### config.mk
export PLATFORM = sky130hd
export DESIGN_NAME = i2c_addr_match
export DESIGN_NICKNAME = d
export VERILOG_FILES = /design/src/rtl/i2c_rec_pkg.sv /design/src/rtl/i2c_line_events.sv /design/src/rtl/i2c_addr_shifter.sv /design/src/rtl/i2c_addr_match.sv
export SDC_FILE = /design/constraint.sdc
export NUM_CORES = 1
export LEC_CHECK = 0
export ABC_AREA = 1
export BUFFER_PORTS_ARGS = -buffer_cell sky130_fd_sc_hd__buf_2
export CORE_MARGIN = 3
export CORE_UTILIZATION = 40
export DETAILED_ROUTE_END_ITERATION = 16
export PLACE_DENSITY = 0.65
export SLEW_MARGIN = 20
export SYNTH_ARGS = -nofsm -noshare
export SYNTH_HDL_FRONTEND = slang
export SYNTH_SLANG_ARGS = --single-unit
### constraint.sdc
create_clock -name clk -period 1.33 [get_ports clk]
set_input_delay 0.266 -clock clk [delete_from_list [all_inputs] [get_ports clk]]
set_output_delay 0.266 -clock clk [all_outputs]
set_load 0.005 [all_outputs]
### src/rtl/i2c_rec_pkg.sv
package i2c_rec_pkg;
  localparam int ADDR_W   = 7;
  localparam int BYTE_W   = ADDR_W + 1;
  localparam int EXT_W    = 5;
  localparam logic [EXT_W-1:0] EXT_TAG = 5'b11110;

  typedef enum logic [1:0] {
    PH_IDLE = 2'd0,
    PH_ADDR = 2'd1,
    PH_ACK  = 2'd2
  } phase_t;
endpackage

### src/rtl/i2c_line_events.sv
module i2c_line_events (
  input  logic clk,
  input  logic rst,
  input  logic scl,
  input  logic sda,
  output logic start_o,
  output logic stop_o,
  output logic rise_o,
  output logic fall_o
);
  logic scl_q, sda_q;

  always_ff @(posedge clk) begin
    if (rst) begin
      scl_q <= 1'b1;
      sda_q <= 1'b1;
    end else begin
      scl_q <= scl;
      sda_q <= sda;
    end
  end

  // bus conditions need the clock high on both samples
  assign start_o = scl & scl_q & sda_q & ~sda;
  assign stop_o  = scl & scl_q & ~sda_q & sda;
  assign rise_o  = scl & ~scl_q;
  assign fall_o  = ~scl & scl_q;
endmodule

### src/rtl/i2c_addr_shifter.sv
module i2c_addr_shifter
  import i2c_rec_pkg::*;
#(
  parameter int BITS = BYTE_W
) (
  input  logic            clk,
  input  logic            rst,
  input  logic            sda,
  input  logic            start_i,
  input  logic            stop_i,
  input  logic            rise_i,
  input  logic            fall_i,
  output logic [BITS-1:0] byte_o,
  output logic            ack_win_o,
  output logic            ack_done_o
);
  localparam int CW = $clog2(BITS + 1);
  localparam logic [CW-1:0] LAST = CW'(BITS);

  phase_t          phase;
  logic [CW-1:0]   cnt;
  logic [BITS-1:0] shreg;

  always_ff @(posedge clk) begin
    if (rst) begin
      phase <= PH_IDLE;
      cnt   <= '0;
      shreg <= '0;
    end else if (start_i) begin
      phase <= PH_ADDR;
      cnt   <= '0;
      shreg <= '0;
    end else if (stop_i) begin
      phase <= PH_IDLE;
    end else begin
      unique case (phase)
        PH_ADDR: begin
          if (rise_i && cnt < LAST) begin
            shreg <= {shreg[BITS-2:0], sda};
            cnt   <= cnt + 1'b1;
          end
          if (fall_i && cnt == LAST) phase <= PH_ACK;
        end
        PH_ACK: if (fall_i) phase <= PH_IDLE;
        default: ;
      endcase
    end
  end

  assign byte_o     = shreg;
  assign ack_win_o  = (phase == PH_ACK);
  assign ack_done_o = (phase == PH_ACK) & fall_i;


  cnt_limit_chk: assert property (@(posedge clk) disable iff (rst)
    cnt <= LAST);
endmodule

### src/rtl/i2c_addr_match.sv
module i2c_addr_match
  import i2c_rec_pkg::*;
(
  input  logic              clk,
  input  logic              rst,
  input  logic              scl,
  input  logic              sda,
  input  logic [ADDR_W-1:0] own_addr,
  output logic [BYTE_W-1:0] first_byte_o,
  output logic              sel_o,
  output logic              ext_o,
  output logic              dir_o,
  output logic              irq_o,
  output logic              sda_oe_o
);
  logic ev_start, ev_stop, ev_rise, ev_fall;
  logic ack_win, ack_done;
  logic local_hit, ext_hit;
  logic sel_q, ext_q, dir_q, irq_q;

  i2c_line_events u_events (
    .clk(clk), .rst(rst), .scl(scl), .sda(sda),
    .start_o(ev_start), .stop_o(ev_stop), .rise_o(ev_rise), .fall_o(ev_fall)
  );

  i2c_addr_shifter #(.BITS(BYTE_W)) u_shift (
    .clk(clk), .rst(rst), .sda(sda),
    .start_i(ev_start), .stop_i(ev_stop), .rise_i(ev_rise), .fall_i(ev_fall),
    .byte_o(first_byte_o), .ack_win_o(ack_win), .ack_done_o(ack_done)
  );

  assign local_hit = (first_byte_o[BYTE_W-1:1] == own_addr);
  assign ext_hit   = (first_byte_o[BYTE_W-1 -: EXT_W] == EXT_TAG);

  always_ff @(posedge clk) begin
    if (rst) begin
      sel_q <= 1'b0;
      ext_q <= 1'b0;
      dir_q <= 1'b0;
      irq_q <= 1'b0;
    end else begin
      irq_q <= ack_done & (local_hit | ext_hit);
      if (ev_start || ev_stop) begin
        sel_q <= 1'b0;
        ext_q <= 1'b0;
        dir_q <= 1'b0;
      end else if (ack_done) begin
        sel_q <= local_hit;
        ext_q <= ext_hit;
        dir_q <= local_hit & first_byte_o[0];
      end
    end
  end

  assign sel_o    = sel_q;
  assign ext_o    = ext_q;
  assign dir_o    = dir_q;
  assign irq_o    = irq_q;
  assign sda_oe_o = ack_win & local_hit;


  irq_single_chk: assert property (@(posedge clk) disable iff (rst)
    irq_o |=> !irq_o);

  irq_flag_chk: assert property (@(posedge clk) disable iff (rst)
    irq_o |-> (sel_o || ext_o));

  stop_clear_chk: assert property (@(posedge clk) disable iff (rst)
    ev_stop |=> (!sel_o && !ext_o && !dir_o));

  start_clear_chk: assert property (@(posedge clk) disable iff (rst)
    ev_start |=> (!sel_o && !ext_o && !dir_o));

  sel_match_chk: assert property (@(posedge clk) disable iff (rst)
    $rose(sel_o) |-> (first_byte_o[BYTE_W-1:1] == $past(own_addr)));

  ext_tag_chk: assert property (@(posedge clk) disable iff (rst)
    $rose(ext_o) |-> (first_byte_o[BYTE_W-1 -: EXT_W] == EXT_TAG));

  ack_release_chk: assert property (@(posedge clk) disable iff (rst)
    ($fell(sda_oe_o) && !$past(ev_start || ev_stop)) |-> $past(ev_fall));
endmodule

; After elaboration in Yosys (flattened, before gate mapping)
; Cells that the tools add are included.
[word_totals]
reg_bits = 20
latch_bits = 0
ram_bits = 0
romBits = 0
input_bits = 11
out_inout_bits = 13
elab_cells = 54
memories = 0
[classes]
n_addsub = 1
multipliers = 0
n_div = 0
magnitude_cmp = 1
eq_ne = 9
shifts = 0
n_mux = 5
bitwise = 17
n_reduce_logical = 11
[ops]
columns = op, count
row1 = $and A1 B1 Y1, 11
row2 = $reduce_and A3 Y1, 3
row3 = $ne A4 B3 Y1 const B, 2
row4 = $eq A7 B7 Y1, 1
row5 = $eq A5 B5 Y1 const B, 1
row6 = $not A1 Y1, 5
row7 = $add A4 B1 Y4 const B, 1
row8 = $eq A4 B4 Y1 const B, 1
row9 = $lt A4 B4 Y1 const B, 1
row10 = $mux W2, 2
row11 = $ne A2 B1 Y1 const B, 2
row12 = $pmux W2 S2, 1
row13 = $reduce_bool A4 Y1, 1
row14 = $reduce_or A2 Y1, 2
row15 = $reduce_or A3 Y1, 1
row16 = $eq A2 B1 Y1 const B, 1
row17 = $eq A2 B2 Y1 const B, 1
row18 = $logic_and A1 B1 Y1, 2
row19 = $mux W1, 2
row20 = $reduce_bool A2 Y1, 1
row21 = $logic_or A1 B1 Y1, 1
row22 = $or A1 B1 Y1, 1

; Logic depth before layout (Yosys ltp)
; Gate-level depths: netlist of run 1.
[depth]
ltp_word = 7
mapped_depth = 7
mapped_depth_nobuf = 7

; Hierarchy
; A second synthesis of run 1 with hierarchy kept.
[unflattened]
cells_unflattened = 146
area_unflattened_um2 = 1009.7
[by_module_without_submodules]
columns = module, n_inst, cells_per_inst, area_each_um2, seq_area_each_um2
row1 = i2c_addr_shifter, 1, 88, 648.1, 280.3
row2 = i2c_addr_match, 1, 42, 269.0, 80.1
row3 = i2c_line_events, 1, 16, 92.6, 40.0

; Worst setup path before layout of run 1
; No wires, ideal clock.
[synth_timing]
path_kind = register to output
start = register u_shift.shreg[6] (netlist: u_shift.byte_o[6])
end = output port sda_oe_o
t_arrival_ns = 0.862
required_time_ns = 1.064
path_slack_ns = 0.202
path_stages_with_launch = 6
n_path_buf = 0
path_cell_list = dfxtp_1 > xnor2_1 > nand2_1 > nor2_2 > nand2_1 > nor2_1
[synth_between]
elab_chain_len = 2
[synth_lines]
columns = element, line
row1 = from (decl), i2c_addr_shifter.sv:22  ; logic [BITS-1:0] shreg;
row2 = from (signal assigned), i2c_addr_shifter.sv:39  ; shreg <= {shreg[BITS-2:0], sda};
row3 = $eq A7 B7 Y1, i2c_addr_match.sv:32  ; assign local_hit = (first_byte_o[BYTE_W-1:1] == own_addr);
row4 = $and A1 B1 Y1, i2c_addr_match.sv:59  ; assign sda_oe_o = ack_win & local_hit;
row5 = to (decl), i2c_addr_match.sv:14  ; output logic sda_oe_o
; No other way between the ends.

; Final worst setup path of run 1
[layout_timing]
start = register u_shift.shreg[3] (netlist: u_shift.byte_o[3])
end = output port sda_oe_o
; Same word-level chain as after synthesis.

==> results of run 1 <==
area by class of cell:
class                   count  share of cell area, %
multi-input cells          84                   38.6
flip-flops and latches     20                   33.6
repair buffers             32                   16.1
inverters                  19                   5.88
clock buffers               4                   2.99
well taps                  27                   2.79
metrics by stage:
stage	power, mW	hold slack, ns	setup WS (ns)	cells	utilization (%)
6_report	1.11	0.155	-0.245	186	57.7
5_1_grt	1.18	0.146	-0.345	186	57.7
4_1_cts	1.12	0.142	-0.225	186	57.1
3_5_place_dp	0.766	0.458	0.0261	179	53.9
3_3_place_gp	0.760	0.453	0.0556	179	53.9
2_1_floorplan	0.718	0.335	0.202	125	-
logic make-up after synthesis:
family | Yosys count
buffers and inverters | 21
AO/OA/AOI/OAI | 28
adder cells (fa/ha/maj) | 4
XOR/XNOR | 4
AND/OR/NAND/NOR | 48
flip-flops | 20
Yosys cell counts (all sizes together):
cell type and number:
nor2 8, xnor2 3, nand2 29, o21ai 10, inv 19, xor2 1, a21oi 17, dfxtp 20
nand3 7, ha 4, a41oi 1, nand4 3, buf 2, nor3 1
power by group:
| part | switching, mW | internal (mW) | total, mW |
|---|---|---|---|
| clock network | 0.185 | 0.167 | 0.352 |
| registers | 0.0106 | 0.612 | 0.622 |
| logic | 0.0816 | 0.0557 | 0.137 |
repair_timing:
action | CTS | global route
endpoints found under the setup margin | 1 | 2
endpoints found under the hold margin | 0 | 0
pin swaps | 8 | 1
setup buffers | 3 | 0
gates resized for setup | 9 | 3
sequential cells by signal (all words and copies together), names as in the netlist:
register,count
dir_o,1
ext_o,1
irq_o,1
sel_o,1
u_events.scl_q,1
u_events.sda_q,1
u_shift.byte_o,8
u_shift.cnt,4
u_shift.phase,2
worst paths after layout:
kind,end,cells after the start,slack (ns)
worst max-delay path,sda_oe_o,6,-0.25
worst min register to register,ext_o$_SDFFE_PP0P_,2,0.47
worst max register to register,u_shift.cnt[2]$_SDFFE_PP0P_,7,0.11
worst min-delay path,irq_o$_SDFF_PP0_,2,0.16
placed cells by master, fill, tap and decap left out:
| cell type | netlist | routed |
|---|---|---|
| nand2_2 | 1 | 1 |
| o21ai_0 | 5 | 4 |
| a41oi_2 | 1 | 1 |
| nand2_1 | 28 | 28 |
| nand3_4 | 0 | 1 |
| nand4_1 | 3 | 3 |
| clkbuf_4 | 0 | 3 |
| nor2_1 | 6 | 5 |
| inv_1 | 16 | 14 |
| a21oi_2 | 1 | 1 |
| xor2_1 | 1 | 1 |
| buf_12 | 0 | 1 |
| dfxtp_1 | 20 | 14 |
| buf_2 | 1 | 23 |
| ha_1 | 4 | 4 |
| a21oi_1 | 16 | 16 |
| nand3_1 | 6 | 6 |
| o21ai_1 | 4 | 4 |
| nor3_1 | 1 | 1 |
| inv_2 | 3 | 5 |
| buf_4 | 0 | 8 |
| clkbuf_8 | 0 | 1 |
| nor2_2 | 2 | 3 |
| o21ai_2 | 1 | 2 |
| xnor2_1 | 3 | 3 |
| dfxtp_2 | 0 | 6 |
per-layer routing:
| metal | share of wire [%] | vias up | global-route usage, % |
|---|---|---|---|
| met4 | 2.0 | 0 | 7.05 |
| met3 | 4.1 | 6 | 3.54 |
| met1 | 44 | 407 | 19.3 |
| met5 | 0 | - | 0 |
| met2 | 50 | 18 | 28.3 |
| li1 | - | 470 | - |
==> impl_metrics.json, run 1 <==
{
  "skew_ns": 0.00121,
  "nets": 175,
  "dpl-instance-area_um2": 1130,
  "rsz0062_at_grt": "yes",
  "ys_ff_latch": 20,
  "fin_crit_ns": 1.58,
  "fp.dieH_um": 54.5,
  "path_class": "reg -> out",
  "grt_pass1_vias": 885,
  "finalCritPeriodShare_pct": 118,
  "multi_input_area_um2": 468,
  "cts-htree-levels": 1,
  "yosysSeqAreaShare_pct": 42.5,
  "synth-compound-area-share_pct": 16.9,
  "firstDrtPassIters": 4,
  "cp-start-kind": "register",
  "synth_top_area_share_pct": 42.5,
  "p_leak_nw": 0.556,
  "synthTopCellsByArea": "dfxtp_1 (42%), nand2_1 (11%), a21oi_1 (8.5%), inv_1 (6.4%), ha_1 (5.3%)",
  "antenna_found_initial": 0,
  "path_cells": "xnor2_1 > nand2_1 > nor2_2 > nand2_1 > nor2_1 > buf_2",
  "finalSetupViolCount": 1,
  "synth_cell_types": 22,
  "clock_sinks": 20,
  "port-buffer-count": 23,
  "violations": "setup timing",
  "power_density_nw_per_um2": 917,
  "synthesis.nets": 140,
  "arrival_ns": 1.31,
  "initial_core_util_pct": 44.8,
  "ir_drop_mv": 0.451,
  "end_kind": "primary output",
  "numCtsBuffers": 3,
  "boundaryPins": 24,
  "crit_family": "simple AND/OR/NAND/NOR gates",
  "grt_pass1_wl_mm": 3.48,
  "cp_max_fo": 3,
  "synth_fa_ha_area_share_pct": 5.31,
  "n_antenna_cell": 0,
  "run_status": "finished with violations",
  "dp_hpwl_mm": 1.65,
  "min_from": "rst",
  "grt_max_degree": 12,
  "yosys.area.top_type": "dfxtp_1",
  "drv_slew": 0,
  "num_vias": 901,
  "fin_setup_tns_ns": -0.245,
  "final_area_um2": 1210,
  "num_rows": 16,
  "cts_tree": "built",
  "layout_setup_ws_ns": -0.245,
  "cts_root_buf": "clkbuf_4",
  "layout-area-overhead-vs-synth_pct": 28.7,
  "nFillCells": 224,
  "route.detailed.drc": 0,
  "path_common_cell": "nand2_1",
  "die_w_um": 54.5,
  "synthSimpleGateAreaFrac_pct": 22.3,
  "muxShareOfSynthArea_pct": 0,
  "ant_nets": 0,
  "clk_pin_slew_worst_paths_ns": 0.11,
  "gp_congestion": 0.774,
  "cp_num_buf_inv": 1,
  "netlist_instances": 125,
  "fmax_mhz": 635,
  "crit-reg2reg-launch": "u_shift.phase[1]$_SDFFE_PP0P_",
  "critPathLaunch": "u_shift.byte_o[3]$_SDFFE_PP0P_",
  "critPathRequiredTime_ns": 1.06,
  "holdCritPathClass": "in -> reg",
  "synthXorXnorAreaFrac_pct": 3.72,
  "wirelength_mm": 2.10,
  "gr-usage-all-layers_pct": 16.4,
  "core-area_um2": 2100,
  "cts.hold.buffers_added": 0,
  "synth_top_family_by_area": "simple AND/OR/NAND/NOR gates",
  "slew_headroom_pct": 86.0,
  "synth_area_per_cell_um2": 7.54,
  "slowest_delay_ns": 0.35,
  "maxCapViolCount": 0,
  "yosysWarnings": 0,
  "worstMarginPinSlew_ns": 0.209,
  "die_area_um2": 2970,
  "via_per_inst": 4.84,
  "grt.overflow.total": 0,
  "clock_latency_ns": 0.30,
  "seq_area_um2": 408,
  "cts_max_path_buffers": 2,
  "cp_slowest_cell": "dfxtp_2",
  "final_layout_size_suffix_gt1_share_pct": 35.2,
  "report.final.hold_viol_count": 0,
  "wl_per_cell_um": 11.3,
  "first_iter_violations": 10,
  "synth_area_um2": 942
}
Power figures use the tool's default switching activity.
==> inputs of run 2 (changes only) <==
--- a/config.mk
+++ b/config.mk
@@ -6,11 +6,11 @@
 export NUM_CORES = 1
 export LEC_CHECK = 0
 export ABC_AREA = 1
-export BUFFER_PORTS_ARGS = -buffer_cell sky130_fd_sc_hd__buf_2
 export CORE_MARGIN = 3
 export CORE_UTILIZATION = 40
 export DETAILED_ROUTE_END_ITERATION = 16
-export PLACE_DENSITY = 0.65
+export DONT_BUFFER_PORTS = 1
+export PLACE_DENSITY = 0.56
 export SLEW_MARGIN = 20
 export SYNTH_ARGS = -nofsm -noshare
 export SYNTH_HDL_FRONTEND = slang
==> run 2 against run 1 <==
  * The run still ends with setup timing left
  * Global-route usage shrank 1.5 points
  * Combinational power shrank 13%
  * Final cell count shrank 11%
  * Fmax grew 5.9%
  * Clock power grew 42%
==> impl_metrics.json, run 2 (same netlist as run 1, synthesis figures left out) <==
{
  "run_status": "finished with violations",
  "violations": "setup timing",
  "maxCapViolCount": 0,
  "rsz0062_at_grt": "yes",
  "layout_setup_ws_ns": -0.158,
  "holdCritPathClass": "in -> reg",
  "fmax_mhz": 672,
  "cp_max_fo": 3,
  "holdPathEnd": "u_events.scl_q$_SDFF_PP1_",
  "grt_pass1_vias": 739,
  "final_common_cell": "nand2_1",
  "dp_hpwl_mm": 1.49,
  "drv_slew": 0,
  "n_antenna_cell": 0,
  "numCtsBuffers": 3,
  "die_area_um2": 2970,
  "final_layout_size_suffix_gt1_share_pct": 24.5,
  "first_iter_violations": 10,
  "firstDrtPassIters": 2,
  "p_sw_mw": 0.278,
  "hold_depth": 2,
  "clock_latency_ns": 0.31,
  "ff2ff_setup_slack_ns": 0.15,
  "port-buffer-count": 0,
  "fp.dieH_um": 54.5,
  "cp-start-kind": "register",
  "cts_max_path_buffers": 2,
  "path_class": "reg -> out",
  "worstReg2RegEnd": "u_shift.cnt[1]$_SDFFE_PP0P_",
  "core-area_um2": 2100,
  "wirelength_mm": 1.96,
  "cts_root_buf": "clkbuf_4",
  "finalCritPeriodShare_pct": 112,
  "intPower_mw": 0.961,
  "fin_crit_ns": 1.49,
  "power_frac_comb_pct": 9.6,
  "skew_ns": 0.0164,
  "crit-reg2reg-launch": "u_shift.phase[1]$_SDFFE_PP0P_",
  "cts_tree": "built",
  "nFillCells": 205,
  "final_area_um2": 1130,
  "min_from": "rst",
  "worstMarginPinSlew_ns": 0.318,
  "die_w_um": 54.5,
  "critPathRequiredTime_ns": 1.06,
  "nets": 155,
  "largest_reg_flops": 8,
  "clk_pin_slew_worst_paths_ns": 0.13,
  "layout_common_cells": "nand2_1 (28), a21oi_1 (16), dfxtp_1 (15)",
  "cts-htree-levels": 1,
  "initial_core_util_pct": 44.8,
  "grt_max_degree": 13,
  "switching_share_pct": 22.5,
  "p_clk_share_pct": 40.3,
  "arrival_ns": 1.22,
  "ff2ff_path_depth": 6,
  "antenna_found_initial": 0,
  "fin_setup_tns_ns": -0.158,
  "route.detailed.drc": 0,
  "ir_drop_mv": 1.02,
  "ant_nets": 0,
  "slew_headroom_pct": 78.7,
  "end_kind": "primary output",
  "dpl-instance-area_um2": 1010,
  "wl_per_cell_um": 11.8,
  "power_frac_seq_pct": 50.1,
  "power_density_nw_per_um2": 1090,
  "report.final.hold_viol_count": 0,
  "grt_pass1_wl_mm": 3.15,
  "num_vias": 827,
  "layout-area-overhead-vs-synth_pct": 20.5,
  "clock_sinks": 20,
  "p_leak_nw": 0.458,
  "boundaryPins": 24,
  "num_rows": 16,
  "gp_congestion": 0.774,
  "gr-usage-all-layers_pct": 14.9,
  "via_per_inst": 4.98,
  "grt.overflow.total": 0,
  "finalSetupViolCount": 1
}
[run 2: cell count changes in the layout (fill, tap and decap cells not counted), sizes merged]
cell         change
dlygate4sd3      +2
clkbuf           -1
buf             -22
bufinv           +1
[run 2: final cells by class]
type	count	area [um2]	area share [%]
inverter	19	71.3	6.28
tap	27	33.8	2.98
multi-input combinational	84	473	41.7
clock inverter	1	30.0	2.65
clock buffer	3	22.5	1.98
timing repair buffer	12	95.1	8.38
sequential	20	409	36.1
[run 2: through the flow]
| step | hold slack (ns) | power [mW] | instances | worst slack (ns) | util [%] |
|---|---|---|---|---|---|
| floorplan | 0.335 | 0.718 | 125 | 0.202 | - |
| global placement | 0.339 | 0.738 | 157 | 0.131 | 48.2 |
| detailed placement | 0.341 | 0.740 | 157 | 0.115 | 48.2 |
| CTS | 0.0102 | 1.24 | 165 | -0.182 | 52.7 |
| global route | 0.0781 | 1.30 | 166 | -0.286 | 54.0 |
| finish | 0.0811 | 1.24 | 166 | -0.158 | 54.0 |
[run 2: layer usage]
layer | GRT usage [%] | vias up | share of wire [%]
li1 | - | 432 | -
met1 | 16.9 | 369 | 44
met2 | 24.9 | 24 | 45
met3 | 8.17 | 2 | 9.8
met4 | 2.49 | 0 | 0.66
met5 | 0 | - | 0
[run 2: worst max-delay path, stage by stage (launching register included)]
cell and delay (ns):
dfxtp_2 0.35, xnor2_1 0.12, nand2_1 0.09, nor2_2 0.14, nand2_1 0.08, nor2_2 0.12
[run 2: power by group through the flow]
| stage | logic, mW | clock network, mW | registers, mW |
|---|---|---|---|
| 6_report | 0.119 | 0.500 | 0.620 |
| 3_5_place_dp | 0.104 | 0 | 0.636 |
| 3_3_place_gp | 0.103 | 0 | 0.635 |
| 2_1_floorplan | 0.0841 | 0 | 0.634 |
| 4_1_cts | 0.111 | 0.511 | 0.623 |
| 5_1_grt | 0.137 | 0.537 | 0.623 |
[run 2: worst max-delay path by stage]
stage | from | to | depth (start not counted)
3_5_place_dp | u_shift.byte_o[7]$_SDFFE_PP0P_ | sda_oe_o | 7
4_1_cts | u_shift.byte_o[3]$_SDFFE_PP0P_ | sda_oe_o | 5
5_1_grt | u_shift.byte_o[1]$_SDFFE_PP0P_ | sda_oe_o | 7
3_3_place_gp | u_shift.byte_o[1]$_SDFFE_PP0P_ | sda_oe_o | 7
2_1_floorplan | u_shift.byte_o[6]$_SDFFE_PP0P_ | sda_oe_o | 5
6_report | u_shift.byte_o[3]$_SDFFE_PP0P_ | sda_oe_o | 5
[run 2: repair_timing]
action / in CTS / in global routing
setup endpoints to repair: 1 / 3
hold buffers: 1 / 1
buffers inserted: 3 / 0
resized for setup: 9 / 4
pin swaps: 7 / 1
gates cloned: 0 / 0
endpoints found under the hold margin: 1 / 1
==> inputs of run 3 (changes only) <==
--- a/config.mk
+++ b/config.mk
@@ -11,6 +11,7 @@
 export DETAILED_ROUTE_END_ITERATION = 16
 export DONT_BUFFER_PORTS = 1
 export PLACE_DENSITY = 0.56
+export SETUP_SLACK_MARGIN = 0.5
 export SLEW_MARGIN = 20
 export SYNTH_ARGS = -nofsm -noshare
 export SYNTH_HDL_FRONTEND = slang
==> run 3 against run 2 <==
  * The flow still finishes with violations (setup timing)
  * Core utilization grew 13 points
  * Final cell count is 1.8% higher
  * Critical endpoint unchanged
  * Fmax shrank 3.2%
==> impl_metrics.json, run 3 (same netlist as run 1, synthesis figures left out) <==
{
  "final_common_cell": "nand2_1",
  "finalCritPeriodShare_pct": 116,
  "rsz0062_at_grt": "yes",
  "cts_max_path_buffers": 2,
  "run_status": "finished with violations",
  "layout.cells.non_filler": 169,
  "hold_depth": 2,
  "drv_slew": 0,
  "n_antenna_cell": 0,
  "die_area_um2": 2970,
  "dp_hpwl_mm": 1.53,
  "crit-reg2reg-launch": "u_shift.phase[1]$_SDFFE_PP0P_",
  "boundaryPins": 24,
  "firstDrtPassIters": 4,
  "wl_per_cell_um": 14.2,
  "via_per_inst": 5.27,
  "numCtsBuffers": 3,
  "grt.overflow.total": 0,
  "clock_sinks": 20,
  "grt_pass1_wl_mm": 3.62,
  "final_layout_size_suffix_gt1_share_pct": 65.5,
  "arrival_ns": 1.27,
  "worstMarginPinSlew_ns": 0.274,
  "wirelength_mm": 2.41,
  "slew_headroom_pct": 81.8,
  "cp_slowest_cell": "dfxtp_2",
  "fin_crit_ns": 1.54,
  "fp.dieH_um": 54.5,
  "gp_congestion": 0.691,
  "p_clk_share_pct": 30.9,
  "die_w_um": 54.5,
  "pre_cts_ws_ns": 0.105,
  "clock_latency_ns": 0.30,
  "ir_drop_mv": 0.817,
  "initial_core_util_pct": 44.8,
  "final_area_um2": 1410,
  "path_common_cell": "nand2_1",
  "first_iter_violations": 23,
  "violations": "setup timing",
  "largest_reg_flops": 8,
  "slowest_delay_ns": 0.36,
  "power_density_nw_per_um2": 831,
  "power_frac_comb_pct": 15.9,
  "antenna_found_initial": 0,
  "dpl-instance-area_um2": 1050,
  "holdCritPathClass": "in -> reg",
  "cts-htree-levels": 1,
  "clk_pin_slew_worst_paths_ns": 0.12,
  "crit_family": "simple AND/OR/NAND/NOR gates",
  "cp_num_buf_inv": 1,
  "layout_common_cells": "nand2_1 (21), dfxtp_2 (12), a21oi_2 (11)",
  "place_inst": 151,
  "power.total_mw": 1.17,
  "fmax_mhz": 651,
  "layout_setup_ws_ns": -0.207,
  "cp_max_fo": 3,
  "route.detailed.drc": 0,
  "grt_pass1_vias": 833,
  "end_kind": "primary output",
  "num_rows": 16,
  "port-buffer-count": 0,
  "min_from": "rst",
  "cts_tree": "built",
  "holdPathEnd": "u_events.scl_q$_SDFF_PP1_",
  "ff2ff_setup_slack_ns": 0.09,
  "critPathRequiredTime_ns": 1.06,
  "report.final.hold_viol_count": 0,
  "p_sw_mw": 0.315,
  "core-area_um2": 2100,
  "skew_ns": 0.00522,
  "grt_max_degree": 12,
  "worstReg2RegEnd": "u_shift.byte_o[4]$_SDFFE_PP0P_",
  "nets": 158,
  "finalSetupViolCount": 1,
  "gr-usage-all-layers_pct": 17.2,
  "maxCapViolCount": 0,
  "cts_root_buf": "clkbuf_4",
  "power_frac_seq_pct": 53.2,
  "intPower_mw": 0.852,
  "layout-area-overhead-vs-synth_pct": 49.1,
  "switching_share_pct": 27.0,
  "ant_nets": 0,
  "path_cells": "inv_2 > nand2_1 > nand2_1 > nand2_1 > nor2_2 > nand2_1 > nor2_2",
  "path_class": "reg -> out",
  "cp-start-kind": "register",
  "ff2ff_path_depth": 6,
  "p_leak_nw": 0.531,
  "num_vias": 890
}
-- run 3: cell count changes in the layout (fill, tap and decap cells not counted), moves of 6 or more --
cell / before / now
dfxtp_1: 15 / 2
a21oi_1: 16 / 6
a21oi_2: 1 / 11
dfxtp_2: 4 / 12
nand2_1: 28 / 21
inv_1: 14 / 8
nand2_2: 1 / 7
-- run 3: final cells by class --
type	count	area, um2
multi-input cells	84	678
repair buffers	14	126
repair inverters	1	6.26
inverters	19	86.3
well taps	27	33.8
flip-flops and latches	20	438
fillers	180	697
clock buffers	4	36.3
-- run 3: metrics by stage --
stage,utilization [%],hold slack (ns),setup TNS (ns)
2_1_floorplan,-,0.328,0
3_3_place_gp,50.1,0.335,0
3_5_place_dp,50.1,0.335,0
4_1_cts,62.6,0.00106,-0.160
5_1_grt,66.8,0.0948,-0.297
6_report,66.8,0.0899,-0.207
-- run 3: worst max-delay path by stage --
stage	start	endpoint	slack, ns	depth (start not counted)
after global placement	u_shift.byte_o[6]$_SDFFE_PP0P_	sda_oe_o	0.15	5
after floorplan	u_shift.byte_o[6]$_SDFFE_PP0P_	sda_oe_o	0.25	5
final	u_shift.byte_o[1]$_SDFFE_PP0P_	sda_oe_o	-0.21	7
after detailed placement	u_shift.byte_o[7]$_SDFFE_PP0P_	sda_oe_o	0.11	7
after CTS	u_shift.byte_o[3]$_SDFFE_PP0P_	sda_oe_o	-0.16	5
after global routing	u_shift.byte_o[1]$_SDFFE_PP0P_	sda_oe_o	-0.30	7
-- run 3: worst reg2reg max path: stages, from the launching register on --
cell     delay, ns
dfxtp_4       0.38
inv_2         0.07
ha_4          0.15
nand3_4       0.20
buf_6         0.20
o21ai_2       0.10
a21oi_1       0.05
-- run 3: per-layer routing --
layer	wire, um	GRT usage [%]
met5	0	0
met4	36	4.15
met3	155	6.54
met2	1190	29.9
met1	1020	19.7
-- run 3: timing repair --
item / CTS / global route
setup buffers: 12 / 0
endpoints found under the setup margin: 31 / 31
hold endpoints to repair: 0 / 2
gates cloned: 1 / 0
pin swaps: 14 / 9
hold buffers: 0 / 1
gates resized for setup: 45 / 19
-- run 3: power groups by stage --
| stage | Combinational, mW | Sequential (mW) | Clock [mW] |
|---|---|---|---|
| after floorplan | 0.108 | 0.641 | 0 |
| after global placement | 0.124 | 0.643 | 0 |
| after detailed placement | 0.127 | 0.643 | 0 |
| after CTS | 0.167 | 0.620 | 0.367 |
| after global routing | 0.206 | 0.623 | 0.391 |
| final | 0.186 | 0.621 | 0.360 |
